### src/rtl/fc_pkg.sv
// Package: shared constants and the credit type encoding of the tracker.
// Assumes three credit types, each with a header half and a data half.
package fc_pkg;
    localparam int N_TYPES = 3;
    localparam int SEL_W   = 2;

    typedef enum logic [SEL_W-1:0] {
        CT_POSTED     = 2'd0,
        CT_NONPOSTED  = 2'd1,
        CT_COMPLETION = 2'd2
    } ctype_e;
endpackage

### src/rtl/fc_sampler.sv
// Module: walks the type selector and latches returned credit limits.
// Assumes the core answers a selector change after a fixed latency of
// SETTLE cycles. The selector holds each type for SETTLE+1 cycles, and the
// value is latched on the last of them. All state restarts when the link drops.
module fc_sampler #(
    parameter int HW     = 8,
    parameter int DW     = 12,
    parameter int NT     = 3,
    parameter int SW     = 2,
    parameter int SETTLE = 2
) (
    input  logic                   clk,
    input  logic                   rst_n,
    input  logic                   link_up,
    output logic [SW-1:0]          sel_o,
    input  logic [HW-1:0]          hdr_in,
    input  logic [DW-1:0]          dat_in,
    output logic [NT-1:0][HW-1:0]  hdr_lim,
    output logic [NT-1:0][DW-1:0]  dat_lim,
    output logic [NT-1:0]          seen
);
    localparam int          CW   = $clog2(SETTLE + 1);
    localparam [SW-1:0]     LAST = SW'(NT - 1);

    logic [CW-1:0] settle_q;
    logic          take;

    assign take = link_up && (settle_q == CW'(SETTLE));

    // Selector and settle counter: wait out the return latency, then advance.
    always_ff @(posedge clk) begin
        if (!rst_n || !link_up) begin
            sel_o    <= '0;
            settle_q <= '0;
        end else if (take) begin
            settle_q <= '0;
            sel_o    <= (sel_o == LAST) ? '0 : sel_o + 1'b1;
        end else begin
            settle_q <= settle_q + 1'b1;
        end
    end

    for (genvar g = 0; g < NT; g++) begin : g_type
        logic [HW-1:0] h_q;
        logic [DW-1:0] d_q;
        logic          s_q;
        logic          hit;

        assign hit = take && (sel_o == SW'(g));

        // Limit registers of this type: load when its sample slot ends.
        always_ff @(posedge clk) begin
            if (!rst_n) begin
                h_q <= '0;
                d_q <= '0;
            end else if (hit) begin
                h_q <= hdr_in;
                d_q <= dat_in;
            end
        end

        // Sampled flag of this type: set once latched, cleared on link loss.
        always_ff @(posedge clk) begin
            if (!rst_n || !link_up) s_q <= 1'b0;
            else if (hit)           s_q <= 1'b1;
        end

        assign hdr_lim[g] = h_q;
        assign dat_lim[g] = d_q;
        assign seen[g]    = s_q;
    end
endmodule

### src/rtl/fc_consume.sv
// Module: per-type consumed-credit counters fed by two sources.
// Assumes core pulse bit 2t marks a header credit and bit 2t+1 a data
// credit of type t. Application sends carry explicit amounts. The counters
// wrap, and they clear while the link is down.
module fc_consume #(
    parameter int HW = 8,
    parameter int DW = 12,
    parameter int NT = 3,
    parameter int SW = 2
) (
    input  logic                   clk,
    input  logic                   rst_n,
    input  logic                   link_up,
    input  logic [2*NT-1:0]        core_pulse,
    input  logic                   app_send,
    input  logic [SW-1:0]          app_type,
    input  logic [HW-1:0]          app_hdr,
    input  logic [DW-1:0]          app_dat,
    output logic [NT-1:0][HW-1:0]  hdr_used,
    output logic [NT-1:0][DW-1:0]  dat_used
);
    for (genvar g = 0; g < NT; g++) begin : g_type
        logic [HW-1:0] h_q;
        logic [DW-1:0] d_q;
        logic          hit;

        assign hit = app_send && (app_type == SW'(g));

        // Accumulate core pulses and application sends for this type.
        always_ff @(posedge clk) begin
            if (!rst_n || !link_up) begin
                h_q <= '0;
                d_q <= '0;
            end else begin
                h_q <= h_q + HW'(core_pulse[2*g])   + (hit ? app_hdr : '0);
                d_q <= d_q + DW'(core_pulse[2*g+1]) + (hit ? app_dat : '0);
            end
        end

        assign hdr_used[g] = h_q;
        assign dat_used[g] = d_q;
    end
endmodule

### src/rtl/fc_permit.sv
// Module: combinational per-type send decision.
// Assumes limits and counts are modular. The available amount is the
// wrapped difference. Permits need the link and a full set of samples.
module fc_permit #(
    parameter int HW = 8,
    parameter int DW = 12,
    parameter int NT = 3
) (
    input  logic                   link_up,
    input  logic [NT-1:0]          seen,
    input  logic [NT-1:0][HW-1:0]  hdr_lim,
    input  logic [NT-1:0][DW-1:0]  dat_lim,
    input  logic [NT-1:0][HW-1:0]  hdr_used,
    input  logic [NT-1:0][DW-1:0]  dat_used,
    input  logic [2*NT-1:0]        infinite,
    input  logic [HW-1:0]          req_hdr,
    input  logic [DW-1:0]          req_dat,
    output logic [NT-1:0]          permit
);
    logic ready;
    assign ready = link_up && (&seen);

    for (genvar g = 0; g < NT; g++) begin : g_type
        logic [HW-1:0] avail_h;
        logic [DW-1:0] avail_d;
        logic          ok_h;
        logic          ok_d;

        // Wrapped availability and per-half checks with infinite bypass.
        assign avail_h   = hdr_lim[g] - hdr_used[g];
        assign avail_d   = dat_lim[g] - dat_used[g];
        assign ok_h      = infinite[2*g]   || (req_hdr <= avail_h);
        assign ok_d      = infinite[2*g+1] || (req_dat <= avail_d);
        assign permit[g] = ready && ok_h && ok_d;
    end
endmodule

### src/rtl/fc_credit_tracker.sv
// Module: top of the transmit credit tracker.
// Assumes the core returns the selected type's limits 2 cycles after the
// selector changes, and that its spend pulses exclude application traffic.
module fc_credit_tracker
    import fc_pkg::*;
#(
    parameter int HDR_W  = 8,
    parameter int DAT_W  = 12,
    parameter int SETTLE = 2
) (
    input  logic               clk,
    input  logic               rst_n,
    input  logic               link_up,
    output logic [SEL_W-1:0]   type_sel_o,
    input  logic [HDR_W-1:0]   lim_hdr_i,
    input  logic [DAT_W-1:0]   lim_dat_i,
    input  logic [2*N_TYPES-1:0] core_pulse_i,
    input  logic [2*N_TYPES-1:0] infinite_i,
    input  logic               app_send_i,
    input  logic [SEL_W-1:0]   app_type_i,
    input  logic [HDR_W-1:0]   app_hdr_i,
    input  logic [DAT_W-1:0]   app_dat_i,
    input  logic [HDR_W-1:0]   req_hdr_i,
    input  logic [DAT_W-1:0]   req_dat_i,
    output logic [N_TYPES-1:0] permit_o
);
    logic [N_TYPES-1:0][HDR_W-1:0] hdr_lim;
    logic [N_TYPES-1:0][DAT_W-1:0] dat_lim;
    logic [N_TYPES-1:0][HDR_W-1:0] hdr_used;
    logic [N_TYPES-1:0][DAT_W-1:0] dat_used;
    logic [N_TYPES-1:0]            seen;

    fc_sampler #(.HW(HDR_W), .DW(DAT_W), .NT(N_TYPES), .SW(SEL_W), .SETTLE(SETTLE)) u_sampler (
        .clk     (clk),
        .rst_n   (rst_n),
        .link_up (link_up),
        .sel_o   (type_sel_o),
        .hdr_in  (lim_hdr_i),
        .dat_in  (lim_dat_i),
        .hdr_lim (hdr_lim),
        .dat_lim (dat_lim),
        .seen    (seen)
    );

    fc_consume #(.HW(HDR_W), .DW(DAT_W), .NT(N_TYPES), .SW(SEL_W)) u_consume (
        .clk        (clk),
        .rst_n      (rst_n),
        .link_up    (link_up),
        .core_pulse (core_pulse_i),
        .app_send   (app_send_i),
        .app_type   (app_type_i),
        .app_hdr    (app_hdr_i),
        .app_dat    (app_dat_i),
        .hdr_used   (hdr_used),
        .dat_used   (dat_used)
    );

    fc_permit #(.HW(HDR_W), .DW(DAT_W), .NT(N_TYPES)) u_permit (
        .link_up  (link_up),
        .seen     (seen),
        .hdr_lim  (hdr_lim),
        .dat_lim  (dat_lim),
        .hdr_used (hdr_used),
        .dat_used (dat_used),
        .infinite (infinite_i),
        .req_hdr  (req_hdr_i),
        .req_dat  (req_dat_i),
        .permit   (permit_o)
    );
endmodule

### config.mk
export PLATFORM = sky130hd
export DESIGN_NAME = fc_credit_tracker
export DESIGN_NICKNAME = d
export VERILOG_FILES = /design/src/rtl/fc_pkg.sv /design/src/rtl/fc_sampler.sv /design/src/rtl/fc_consume.sv /design/src/rtl/fc_permit.sv /design/src/rtl/fc_credit_tracker.sv
export SDC_FILE = /design/constraint.sdc
export NUM_CORES = 1
export LEC_CHECK = 0
export BUFFER_PORTS_ARGS = -buffer_cell sky130_fd_sc_hd__buf_2
export CAP_MARGIN = 20
export CORE_ASPECT_RATIO = 0.8
export CORE_UTILIZATION = 62
export CTS_BUF_LIST = sky130_fd_sc_hd__clkbuf_16
export DETAILED_ROUTE_END_ITERATION = 10
export PLACE_DENSITY = 0.79
export SLEW_MARGIN = 20
export SYNTH_ARGS = -nofsm -noshare
export SYNTH_HDL_FRONTEND = slang
export SYNTH_SLANG_ARGS = --single-unit
### constraint.sdc
create_clock -name clk -period 4.73 [get_ports clk]
set_input_delay 0.946 -clock clk [delete_from_list [all_inputs] [get_ports clk]]
set_output_delay 0.946 -clock clk [all_outputs]
set_load 0.1 [all_outputs]
; Word-level counts from Yosys, hierarchy flattened
; Index checks and enable logic that the tools add are counted.
[word_totals]
ff_bits = 127
inputBits = 78
output_inout_bits = 5
elab_cells = 82
[op_classes]
add_sub_neg = 20
order_cmp = 6
n_eq_ne = 5
n_mux = 7
n_reduce_logical = 27
[op_table]
columns = op, count
row1 = adder 12 x 1 -> 12 bit, 3
row2 = adder 12 bit, 3
row3 = <= comparator 12 bit, 3
row4 = two-way mux 12 bit, 3
row5 = subtractor 12 bit, 3
row6 = adder 8 x 1 -> 8 bit, 3
row7 = adder 8 bit, 3
row8 = <= comparator 8 bit, 3
row9 = two-way mux 8 bit, 3
row10 = subtractor 8 bit, 3
row11 = logical AND 1 bit, 14
row12 = logical OR 1 bit, 7
row13 = equality test 2 bit (second input constant), 3
row14 = adder 2 x 1 -> 2 bit (second input constant), 2
row15 = equality test 2 x 1 -> 1 bit (second input constant), 2
row16 = logical NOT 2 bit, 2
row17 = AND reduction 3 bit, 1
row18 = logical NOT 1 bit, 2
row19 = two-way mux 2 bit, 1
row20 = OR reduction 2 bit, 1

; Longest topological paths before layout
; Gate-level depths: netlist of run 1.
[depth]
depth_word = 5
ltp_mapped = 15
mapped_depth_nobuf = 15

; Modules after synthesis
; From an unflattened synthesis of run 1, not the netlist that was laid out.
[hier_totals]
cells_unflattened = 1289
hier_area_um2 = 10874.2
[by_module_without_submodules]
columns = module, instances, cells_each, area_each_um2, seq_area_each_um2
row1 = fc_consume, 1, 536, 4511.8, 1201.2
row2 = fc_permit, 1, 506, 3865.0, 0.0
row3 = fc_sampler, 1, 247, 2497.4, 1341.3

; Worst setup path after synthesis of run 1
; No wires, ideal clock.
[synth_timing]
path_type = reg2out
startpoint = register u_consume.g_type[0].d_q[1]
endpoint = output port permit_o[0]
t_arrival_ns = 5.569
t_required_ns = 3.784
slack_ns = -1.785
stages_incl_launch_ff = 16
path_buffers = 0
path_cell_list = dfxtp_1 -> inv_1 -> ha_1 -> nor2b_1 -> o31ai_1 -> a221oi_1 -> a21bo_2 -> a21oi_1 -> xor2_1 -> ha_1 -> a21o_1 -> a21o_1 -> a21oi_1 -> a211o_1 -> a31oi_1 -> nor4_1
[synth_between]
elab_chain_cells = 4
[synth_rtl]
columns = element, line
row1 = start: declaration, fc_consume.sv:24  ; logic [DW-1:0] d_q;
row2 = start signal: assignment, fc_consume.sv:36  ; d_q <= d_q + DW'(core_pulse[2*g+1]) + (hit ? app_dat : '0);
row3 = subtractor 12 bit, fc_permit.sv:31  ; assign avail_d = dat_lim[g] - dat_used[g];
row4 = <= comparator 12 bit, fc_permit.sv:33  ; assign ok_d = infinite[2*g+1] || (req_dat <= avail_d);
row5 = logical OR 1 bit, fc_permit.sv:33
row6 = logical AND 1 bit, fc_permit.sv:34  ; assign permit[g] = ready && ok_h && ok_d;
row7 = end: declaration, fc_credit_tracker.sv:25  ; output logic [N_TYPES-1:0] permit_o
; Every way passes these cells.

; Final worst setup path of run 1
[layout_timing]
startpoint = register u_sampler.g_type[0].d_q[0]
endpoint = output port permit_o[0]
[layout_between]
elab_chain_cells = 4
[layout_rtl]
columns = element, line
row1 = start: declaration, fc_sampler.sv:45  ; logic [DW-1:0] d_q;
row2 = start signal: assignment, fc_sampler.sv:58  ; d_q <= dat_in;
row3 = subtractor 12 bit, fc_permit.sv:31
row4 = <= comparator 12 bit, fc_permit.sv:33
row5 = logical OR 1 bit, fc_permit.sv:33
row6 = logical AND 1 bit, fc_permit.sv:34
; Every way passes these cells.

==> results of run 1 <==
layout make-up:
class | instances | area, um^2 | area share [%]
inverter | 114 | 428 | 3.53
timing repair buffer | 101 | 602 | 4.97
clock buffer | 17 | 425 | 3.51
tap | 215 | 269 | 2.22
sequential | 127 | 2560 | 21.1
clock inverter | 15 | 176 | 1.46
multi-input combinational | 1009 | 7660 | 63.2
kinds of logic after synthesis:
| kind of cell | share of synthesized area (%) |
|---|---|
| compound gates | 18.6 |
| xor+xnor | 7.34 |
| fa+ha+maj | 23.1 |
| buf+inv | 5.36 |
| flops | 24.5 |
| mux | 0.386 |
| simple gates | 20.8 |
through the flow:
step / instance area (um^2) / power, uW / instances / TNS [ns] / hold slack, ns
floorplan: 10400 / 1530 / 1284 / 0 / 0.401
global placement: 11100 / 1690 / 1557 / 0 / 0.411
detailed placement: 11100 / 1710 / 1558 / 0 / 0.422
CTS: 11900 / 3090 / 1594 / 0 / 0.430
global route: 12100 / 3270 / 1598 / -0.115 / 0.463
finish: 12100 / 3140 / 1598 / 0 / 0.432
final timing paths:
check	startpoint	endpoint	slack, ns	cells after the start
max	u_sampler.g_type[0].d_q[0]	permit_o[0]	0.05	16
min	u_sampler.settle_q[0]	u_sampler.settle_q[0]	0.43	1
max reg2reg	u_consume.g_type[2].d_q[0]	u_consume.g_type[2].d_q[10]	2.36	10
min reg2reg	u_sampler.settle_q[0]	u_sampler.settle_q[0]	0.43	1
where the power goes:
part           internal (uW)  total [uW]  switching, uW  leakage, uW
Combinational            308         689            381      0.00396
Clock                    868        1350            485     0.000300
Sequential              1080        1100           14.3      0.00103
repair_timing:
| action | 4_1_cts | 5_1_grt |
|---|---|---|
| setup buffers | 5 | 4 |
| setup endpoints to repair | 3 | 3 |
| pin swaps | 17 | 27 |
| gates resized for setup | 29 | 45 |
worst max-delay path, cell delays in order (launching register included):
cell and delay, ns:
dfxtp_1 0.32, inv_1 0.04, ha_1 0.22, fa_2 0.37
nor2b_1 0.12, o21ai_1 0.10, a21oi_1 0.27, o21ai_2 0.13
nor3_2 0.20, a311oi_2 0.07, ha_1 0.32, nand4_1 0.14
nor4_2 0.31, a211o_1 0.16, a31oi_2 0.07, nor4_4 0.23
buf_12 0.22
state kept, by name, indices dropped and copies added, names as in the netlist:
name                  flops
u_consume.g_type.h_q     24
u_sampler.g_type.s_q      3
u_sampler.g_type.d_q     36
u_sampler.settle_q        2
u_sampler.g_type.h_q     24
u_sampler.sel_o           2
u_consume.g_type.d_q     36
cells in the final DEF (no fill, tap or decap), drive strengths merged, types with 5 or more instances in the layout:
cell / instances
fa: 18
o31ai: 5
a21boi: 60
nor2b: 23
and2: 54
buf: 101
ha: 163
nand2: 160
o21bai: 8
nor3: 24
nand2b: 24
clkbuf: 17
nor2: 91
nand3: 9
clkinv: 9
nor4: 7
inv: 115
and3: 11
xor2: 33
a21o: 38
nand4: 17
xnor2: 54
dfxtp: 127
a211oi: 8
a31oi: 6
a21oi: 65
or3: 13
o21a: 17
o21ai: 52
metal layers:
| layer | GRT usage [%] | vias up | wire length [um] |
|---|---|---|---|
| li1 | - | 4577 | - |
| met1 | 49.5 | 4420 | 13300 |
| met2 | 47.5 | 443 | 11800 |
| met3 | 7.67 | 47 | 3090 |
| met4 | 9.70 | 0 | 551 |
| met5 | 0 | - | 0 |
==> flow_summary.yaml, run 1 <==
placed_design:
  dp_slack_ns: 0.117
  gp_congestion: 0.892
  numPortBuffers: 82
  hpwl_um: 21500
global_route:
  antenna_found_initial: 0
  grt_pass1_wl_um: 44900
  grt_usage_pct: 33.4
  grt_max_degree: 68
  grt_pass1_vias: 8828
  gr-total-overflow: 0
setup_path:
  crit_arrival_ns: 3.73
  required_ns: 3.78
  path_class: "reg2out"
  worstSetupEndpointType: "output pin"
  path_max_fanout: 3
  startpoint_type: "flop"
clock_network:
  clock-sinks: 127
  cts_tree: "built"
  cts-root-buf: "clkbuf_16"
  cts_max_level: 4
  clk_latency_ns: 0.42
  cts_buffer_depth: 2
  cts_buffers: 17
  path_clk_slew_ns: 0.06
  cts_hold_buffers: 0
route:
  num_vias: 9487
  routed_wl_um: 28800
  antenna_left: 0
  wire_per_inst_um: 18.0
  initialDrtViolationCount: 748
  vias_per_cell: 5.94
  drc: 0
  dr.pass1.iters: 5
floorplan:
  ioPinCount: 83
  dieWidth_um: 147
  die_h_um: 118
  initial_core_util_pct: 64.7
  rows: 41
  design.die.area_um2: 17300
  core_um2: 16100
cells_and_area:
  fillers: 1208
  drive_above_1_share_pct: 14.2
  syn2layout_area_growth_pct: 16.7
  final_util_pct: 75.5
  nets: 1629
  antenna_cells: 0
synthesis:
  synth_area_um2: 10400
  avgSynthCellArea_um2: 8.09
  yosysSeqAreaShare_pct: 24.5
  async_reset_ff_share_pct: 0
  synthDistinctLibCells: 55
  yosysMostFrequentCell: "ha_1"
  synth_top_area_share_pct: 24.5
  ys_ff_latch: 127
  ys.warnings.count: 0
  synth_common_cells: "ha_1 (163), nand2_1 (160), dfxtp_1 (127), inv_1 (114), nor2_1 (91)"
  yosysTopAreaCell: "dfxtp_1"
  synth_flop_cell: "dfxtp_1"
  synth.area.top_cells: "dfxtp_1 (24%), ha_1 (20%), nand2_1 (5.8%)"
  synth_nets: 1543
  synth-edff-count: 0
  syn-instance-count: 1284
timing:
  fin_crit_ns: 4.68
  period_share_pct: 98.9
  setup_slack_ns: 0.0524
  max_freq_ghz: 0.214
  final-setup-viol-count: 0
  relSlewSlack_pct: 24.0
  maxSlewViolCount: 0
  tightest_slew_ns: 1.14
  finalHoldViolations: 0
  finalClockSkew_ns: 0.00409
  rsz0062_at_grt: "true"
flow_run:
  max-cap-violations: 0
outcome:
  status: "complete, no violations"
power:
  power_density_nw_per_um2: 259
  leakage_uw: 0.00529
  peakVddDrop_uv: 249
hold_path:
  min_path_type: "reg2reg"
(Power assumes the default switching activity.)
==> run 2: changes to the inputs <==
--- a/config.mk
+++ b/config.mk
@@ -7,11 +7,13 @@
 export LEC_CHECK = 0
 export BUFFER_PORTS_ARGS = -buffer_cell sky130_fd_sc_hd__buf_2
 export CAP_MARGIN = 20
+export CELL_PAD_IN_SITES_DETAIL_PLACEMENT = 2
+export CELL_PAD_IN_SITES_GLOBAL_PLACEMENT = 2
 export CORE_ASPECT_RATIO = 0.8
-export CORE_UTILIZATION = 62
+export CORE_UTILIZATION = 37
 export CTS_BUF_LIST = sky130_fd_sc_hd__clkbuf_16
 export DETAILED_ROUTE_END_ITERATION = 10
-export PLACE_DENSITY = 0.79
+export PLACE_DENSITY = 0.78
 export SLEW_MARGIN = 20
 export SYNTH_ARGS = -nofsm -noshare
 export SYNTH_HDL_FRONTEND = slang
==> run 2 against run 1 <==
  * Combinational power grew 24%
  * Sequential power about the same
  * Clock skew rose by 0.0081 ns
  * Critical path type unchanged
  * Routed wire length increased by 62%
  * The run now ends with negative setup slack left
  * Final cell count is 11% higher
  * Clock power grew 3%
  * Core utilization decreased by 29 points
  * Largest cell class unchanged
  * Worst hold slack better by 0.031 ns
  * Critical path depth unchanged
  * Register-to-register slack got worse by 0.29 ns
==> flow_summary.yaml, run 2 (synthesized netlist as in run 1, its figures left out) <==
outcome:
  status: "finished with violations"
  violations: "negative setup slack"
clock_network:
  cts-root-buf: "clkbuf_16"
  path_clk_slew_ns: 0.06
  clk_latency_ns: 0.45
  cts_max_level: 4
  clock-sinks: 127
  cts_buffer_depth: 2
  cts_hold_buffers: 0
  cts_buffers: 17
  cts_tree: "built"
setup_path:
  path_max_fanout: 2
  cp_num_cells: 16
  worst-r2r-setup-slack_ns: 2.07
  r2r_end: "u_consume.g_type[1].d_q[8]"
  path_class: "reg2out"
  r2r-start: "u_consume.g_type[1].d_q[0]"
  crit_family: "compound AO/OA/AOI/OAI gates"
  worstSetupEndpointType: "output pin"
  crit_buf_inv: 3
  startpoint_type: "flop"
  cp_slowest_cell: "or4b_1"
  r2r_cells: 10
  crit_chain: "inv_2 -> ha_4 -> fa_2 -> nor2b_2 -> o21ai_2 -> a21oi_2 -> o21ai_2 -> or4b_1 -> o211a_1 -> ha_4 -> nand4_1 -> nor2_2 -> buf_4 -> a221oi_2 -> a311oi_4 -> buf_12"
  crit_path_start: "u_sampler.g_type[2].d_q[0]"
  crit_arrival_ns: 3.87
  required_ns: 3.78
  endpoint: "permit_o[2]"
  cp_slowest_stage_delay_ns: 0.45
floorplan:
  die_h_um: 152
  rows: 54
  initial_core_util_pct: 37.9
  ioPinCount: 83
  dieWidth_um: 189
  core_um2: 27400
  design.die.area_um2: 28700
cells_and_area:
  multi_input_area_um2: 7890
  fillers: 3052
  syn2layout_area_growth_pct: 22.5
  final_common_cell: "nand2_1"
  final_area_um2: 12700
  drive_above_1_share_pct: 19.0
  final_cell_mix: "nand2_1 (158), ha_1 (145), dfxtp_1 (111)"
  finalNonFillerCells: 1773
  nets: 1656
  seqCellArea_um2: 2560
  top_regs: "u_consume.g_type.d_q (36), u_sampler.g_type.d_q (36)"
  antenna_cells: 0
  final_util_pct: 46.4
timing:
  maxSlewViolCount: 0
  final-setup-viol-count: 3
  fin_crit_ns: 4.81
  setup_slack_ns: -0.0816
  period_share_pct: 102
  finalClockSkew_ns: 0.0122
  tightest_slew_ns: 1.20
  max_freq_ghz: 0.208
  finalHoldViolations: 0
  tns_ns: -0.165
  rsz0062_at_grt: "true"
  relSlewSlack_pct: 19.8
route:
  routed_wl_um: 46600
  drc: 0
  wire_per_inst_um: 26.3
  dr.pass1.iters: 5
  initialDrtViolationCount: 584
  vias_per_cell: 5.71
  num_vias: 10100
  antenna_left: 0
hold_path:
  min_path_type: "reg2reg"
global_route:
  grt_pass1_vias: 10700
  gr-total-overflow: 0
  grt_usage_pct: 28.1
  grt_pass1_wl_um: 61700
  grt_max_degree: 68
  antenna_found_initial: 1
power:
  p_total_uw: 3350
  power_density_nw_per_um2: 263
  leakage_uw: 0.00545
  peakVddDrop_uv: 275
flow_run:
  max-cap-violations: 0
placed_design:
  numPortBuffers: 82
  dp.cells: 1721
  gp_congestion: 0.834
  place_area_um2: 11400
  hpwl_um: 29600
-- run 2: changes by cell type in the layout (fill, tap and decap cells not counted), sizes merged --
cell      delta
bufinv       -1
buf         +27
clkinvlp     +3
inv          -1
clkinv       -2
-- run 2: area by class of cell --
| type | count | area share [%] |
|---|---|---|
| multi-input cells | 1009 | 62.0 |
| flip-flops and latches | 127 | 20.2 |
| repair buffers | 128 | 6.33 |
| well taps | 364 | 3.58 |
| inverters | 114 | 3.40 |
| clock buffers | 17 | 3.34 |
| clock inverters | 14 | 1.18 |
-- run 2: worst min path at each step --
| stage | start | endpoint | slack (ns) | cells after the start |
|---|---|---|---|---|
| 6_report | u_sampler.settle_q[0] | u_sampler.settle_q[0] | 0.46 | 1 |
| 5_1_grt | u_sampler.settle_q[0] | u_sampler.settle_q[0] | 0.47 | 1 |
| 4_1_cts | u_sampler.settle_q[0] | u_sampler.settle_q[0] | 0.45 | 1 |
| 3_5_place_dp | u_sampler.settle_q[0] | u_sampler.settle_q[0] | 0.42 | 1 |
| 3_3_place_gp | u_sampler.settle_q[0] | u_sampler.settle_q[0] | 0.41 | 1 |
| 2_1_floorplan | u_sampler.settle_q[0] | u_sampler.settle_q[0] | 0.40 | 1 |
-- run 2: report_power, final --
part	switching, uW	internal [uW]
Combinational	481	374
Sequential	17.3	1080
Clock	574	814
-- run 2: routing by layer --
metal  global-route usage (%)  share of wire (%)
met2                     43.7                 47
met4                     6.99                1.6
met5                        0              0.028
met1                     40.7                 46
met3                     3.86                5.0
-- run 2: per-stage QoR --
stage	setup slack, ns	hold WS [ns]
after floorplan	0.0375	0.401
after global placement	0.257	0.411
after detailed placement	0.161	0.417
after CTS	-0.107	0.453
after global routing	-0.182	0.474
final	-0.0816	0.464
-- run 2: timing repair --
action / 4_1_cts / 5_1_grt
gates resized for setup: 52 / 74
setup buffers: 11 / 14
pin swaps: 30 / 49
cloned: 0 / 0
setup endpoints to repair: 3 / 3
==> run 3: changes to the inputs <==
==> constraint.sdc (replaced) <==
create_clock -name clk -period 4.73 [get_ports clk]
set_input_delay 0.7095 -clock clk [delete_from_list [all_inputs] [get_ports clk]]
set_output_delay 0.7095 -clock clk [all_outputs]
set_load 0.1 [all_outputs]
==> run 3 against run 2 <==
  * The run now ends clean
  * Count of clock-buffer cells in the layout is the same
  * Final area shrank 3.7%
  * Via count shrank 4.3%
  * Clock power is essentially flat
  * Routed wire length shrank 14%
  * Non-clock buffer count shrank 25
  * Total power shrank 3.9%
  * Combinational power shrank 14%
  * Maximum frequency grew 2.8%
  * Critical endpoint is now permit_o[0]
  * Critical path depth is the same
  * Worst hold slack gained 0.0095 ns
  * Setup slack gained 0.13 ns
==> flow_summary.yaml, run 3 (synthesized netlist as in run 1, its figures left out) <==
floorplan:
  design.die.area_um2: 28700
  ioPinCount: 83
  dieWidth_um: 189
  core_um2: 27400
  rows: 54
  initial_core_util_pct: 37.9
  die_h_um: 152
placed_design:
  hpwl_um: 29500
  gp_congestion: 0.800
  numPortBuffers: 82
cells_and_area:
  nets: 1631
  top_regs: "u_consume.g_type.d_q (36), u_sampler.g_type.d_q (36)"
  final_common_cell: "nand2_1"
  drive_above_1_share_pct: 14.0
  syn2layout_area_growth_pct: 17.9
  final_cell_mix: "nand2_1 (159), ha_1 (157), dfxtp_1 (122)"
  fillers: 3140
  final_util_pct: 44.6
clock_network:
  clk_latency_ns: 0.44
  cts_tree: "built"
  path_clk_slew_ns: 0.06
  cts_buffers: 17
  clock-sinks: 127
  cts-root-buf: "clkbuf_16"
  cts_buffer_depth: 2
  cts_max_level: 4
global_route:
  gr-total-overflow: 0
  grt_pass1_vias: 10500
  antenna_found_initial: 2
  grt_pass1_wl_um: 60000
  grt_max_degree: 69
  grt_usage_pct: 27.3
route:
  initialDrtViolationCount: 458
  drc: 0
  routed_wl_um: 40100
  wire_per_inst_um: 22.9
  vias_per_cell: 5.54
  dr.pass1.iters: 4
  num_vias: 9688
  antenna_left: 0
power:
  leakage_uw: 0.00529
  power.share.clock_pct: 43.0
  p_int_uw: 2220
  peakVddDrop_uv: 177
  power_frac_comb_pct: 22.7
  power_density_nw_per_um2: 263
  swShare_pct: 30.9
  p_seq_share_pct: 34.2
  power.switching_uw: 993
  p_total_uw: 3220
timing:
  relSlewSlack_pct: 30.0
  max_freq_ghz: 0.214
  finalHoldViolations: 0
  final-setup-viol-count: 0
  finalClockSkew_ns: 0.00929
  rsz0062_at_grt: "true"
  fin_crit_ns: 4.68
  maxSlewViolCount: 0
  tightest_slew_ns: 1.05
  period_share_pct: 98.9
setup_path:
  worstSetupEndpointType: "output pin"
  crit_family: "compound AO/OA/AOI/OAI gates"
  required_ns: 4.02
  path_class: "reg2out"
  crit_buf_inv: 3
  cp_slowest_stage_delay_ns: 0.35
  path_max_fanout: 2
  cp_slowest_cell: "dfxtp_4"
  startpoint_type: "flop"
  crit_arrival_ns: 3.97
  crit_chain: "inv_1 -> ha_1 -> nor2b_2 -> o31ai_2 -> a221oi_2 -> buf_4 -> a211oi_2 -> o21bai_1 -> xnor2_2 -> ha_1 -> nand4_1 -> nor4_2 -> a211o_1 -> a31oi_2 -> nor4_2 -> bufbuf_16"
outcome:
  status: "complete, no violations"
flow_run:
  max-cap-violations: 0
hold_path:
  min_path_type: "reg2reg"
[run 3: worst paths after layout]
kind / from / to / slack (ns) / cells after the start
max reg2reg: u_consume.g_type[1].d_q[0] / u_consume.g_type[1].d_q[10] / 2.26 / 10
max: u_consume.g_type[0].d_q[1] / permit_o[0] / 0.05 / 16
min reg2reg: u_sampler.g_type[1].h_q[0] / u_sampler.g_type[1].h_q[0] / 0.47 / 2
min: u_sampler.g_type[1].h_q[0] / u_sampler.g_type[1].h_q[0] / 0.47 / 2
[run 3: layout make-up]
| class | instances | area [um^2] | area share, % |
|---|---|---|---|
| diodes | 1 | 2.50 | 0.0204 |
| clock buffers | 17 | 425 | 3.47 |
| clock inverters | 15 | 171 | 1.40 |
| inverters | 114 | 428 | 3.49 |
| multi-input cells | 1009 | 7580 | 61.9 |
| flip-flops and latches | 127 | 2550 | 20.9 |
| well taps | 364 | 455 | 3.72 |
| repair buffers | 103 | 626 | 5.11 |
[run 3: per-stage QoR]
step / hold WS, ns / setup WS, ns / cells / TNS, ns / area [um^2]
after floorplan: 0.401 / -0.364 / 1284 / -0.364 / 10400
after global placement: 0.410 / 0.375 / 1709 / 0 / 11300
after detailed placement: 0.449 / 0.193 / 1709 / 0 / 11300
after CTS: 0.476 / 0.00868 / 1743 / 0 / 12000
after global routing: 0.504 / -0.118 / 1749 / -0.187 / 12200
final: 0.473 / 0.0501 / 1750 / 0 / 12200
[run 3: worst register-to-register path, stage by stage (launching register included)]
cell	delay [ns]
dfxtp_1	0.32
inv_1	0.08
fa_1	0.22
inv_1	0.06
fa_1	0.41
a21o_1	0.18
a21oi_1	0.35
o21bai_1	0.13
a21oi_1	0.29
o21ai_0	0.17
mux2i_1	0.14
[run 3: power groups by stage]
stage / logic, uW / registers, uW / clock network (uW)
3_5_place_dp: 647 / 1120 / 0
4_1_cts: 681 / 1100 / 1400
6_report: 732 / 1100 / 1380
2_1_floorplan: 411 / 1120 / 0
5_1_grt: 803 / 1100 / 1440
3_3_place_gp: 608 / 1120 / 0
[run 3: metal layers]
metal  vias up  track usage, %  part of all wire [%]
met4         2            6.61                   1.3
li1       4573               -                     -
met3        35            3.70                   3.5
met2       155            42.8                    45
met5         -               0                 0.030
met1      4923            39.3                    50
[run 3: timing repair]
item                       CTS  global route
hold buffers                 0             0
setup endpoints to repair    3             3
buffers inserted             2             6
cloned                       0             0
pin swaps                    7            18
gates resized for setup     24            34
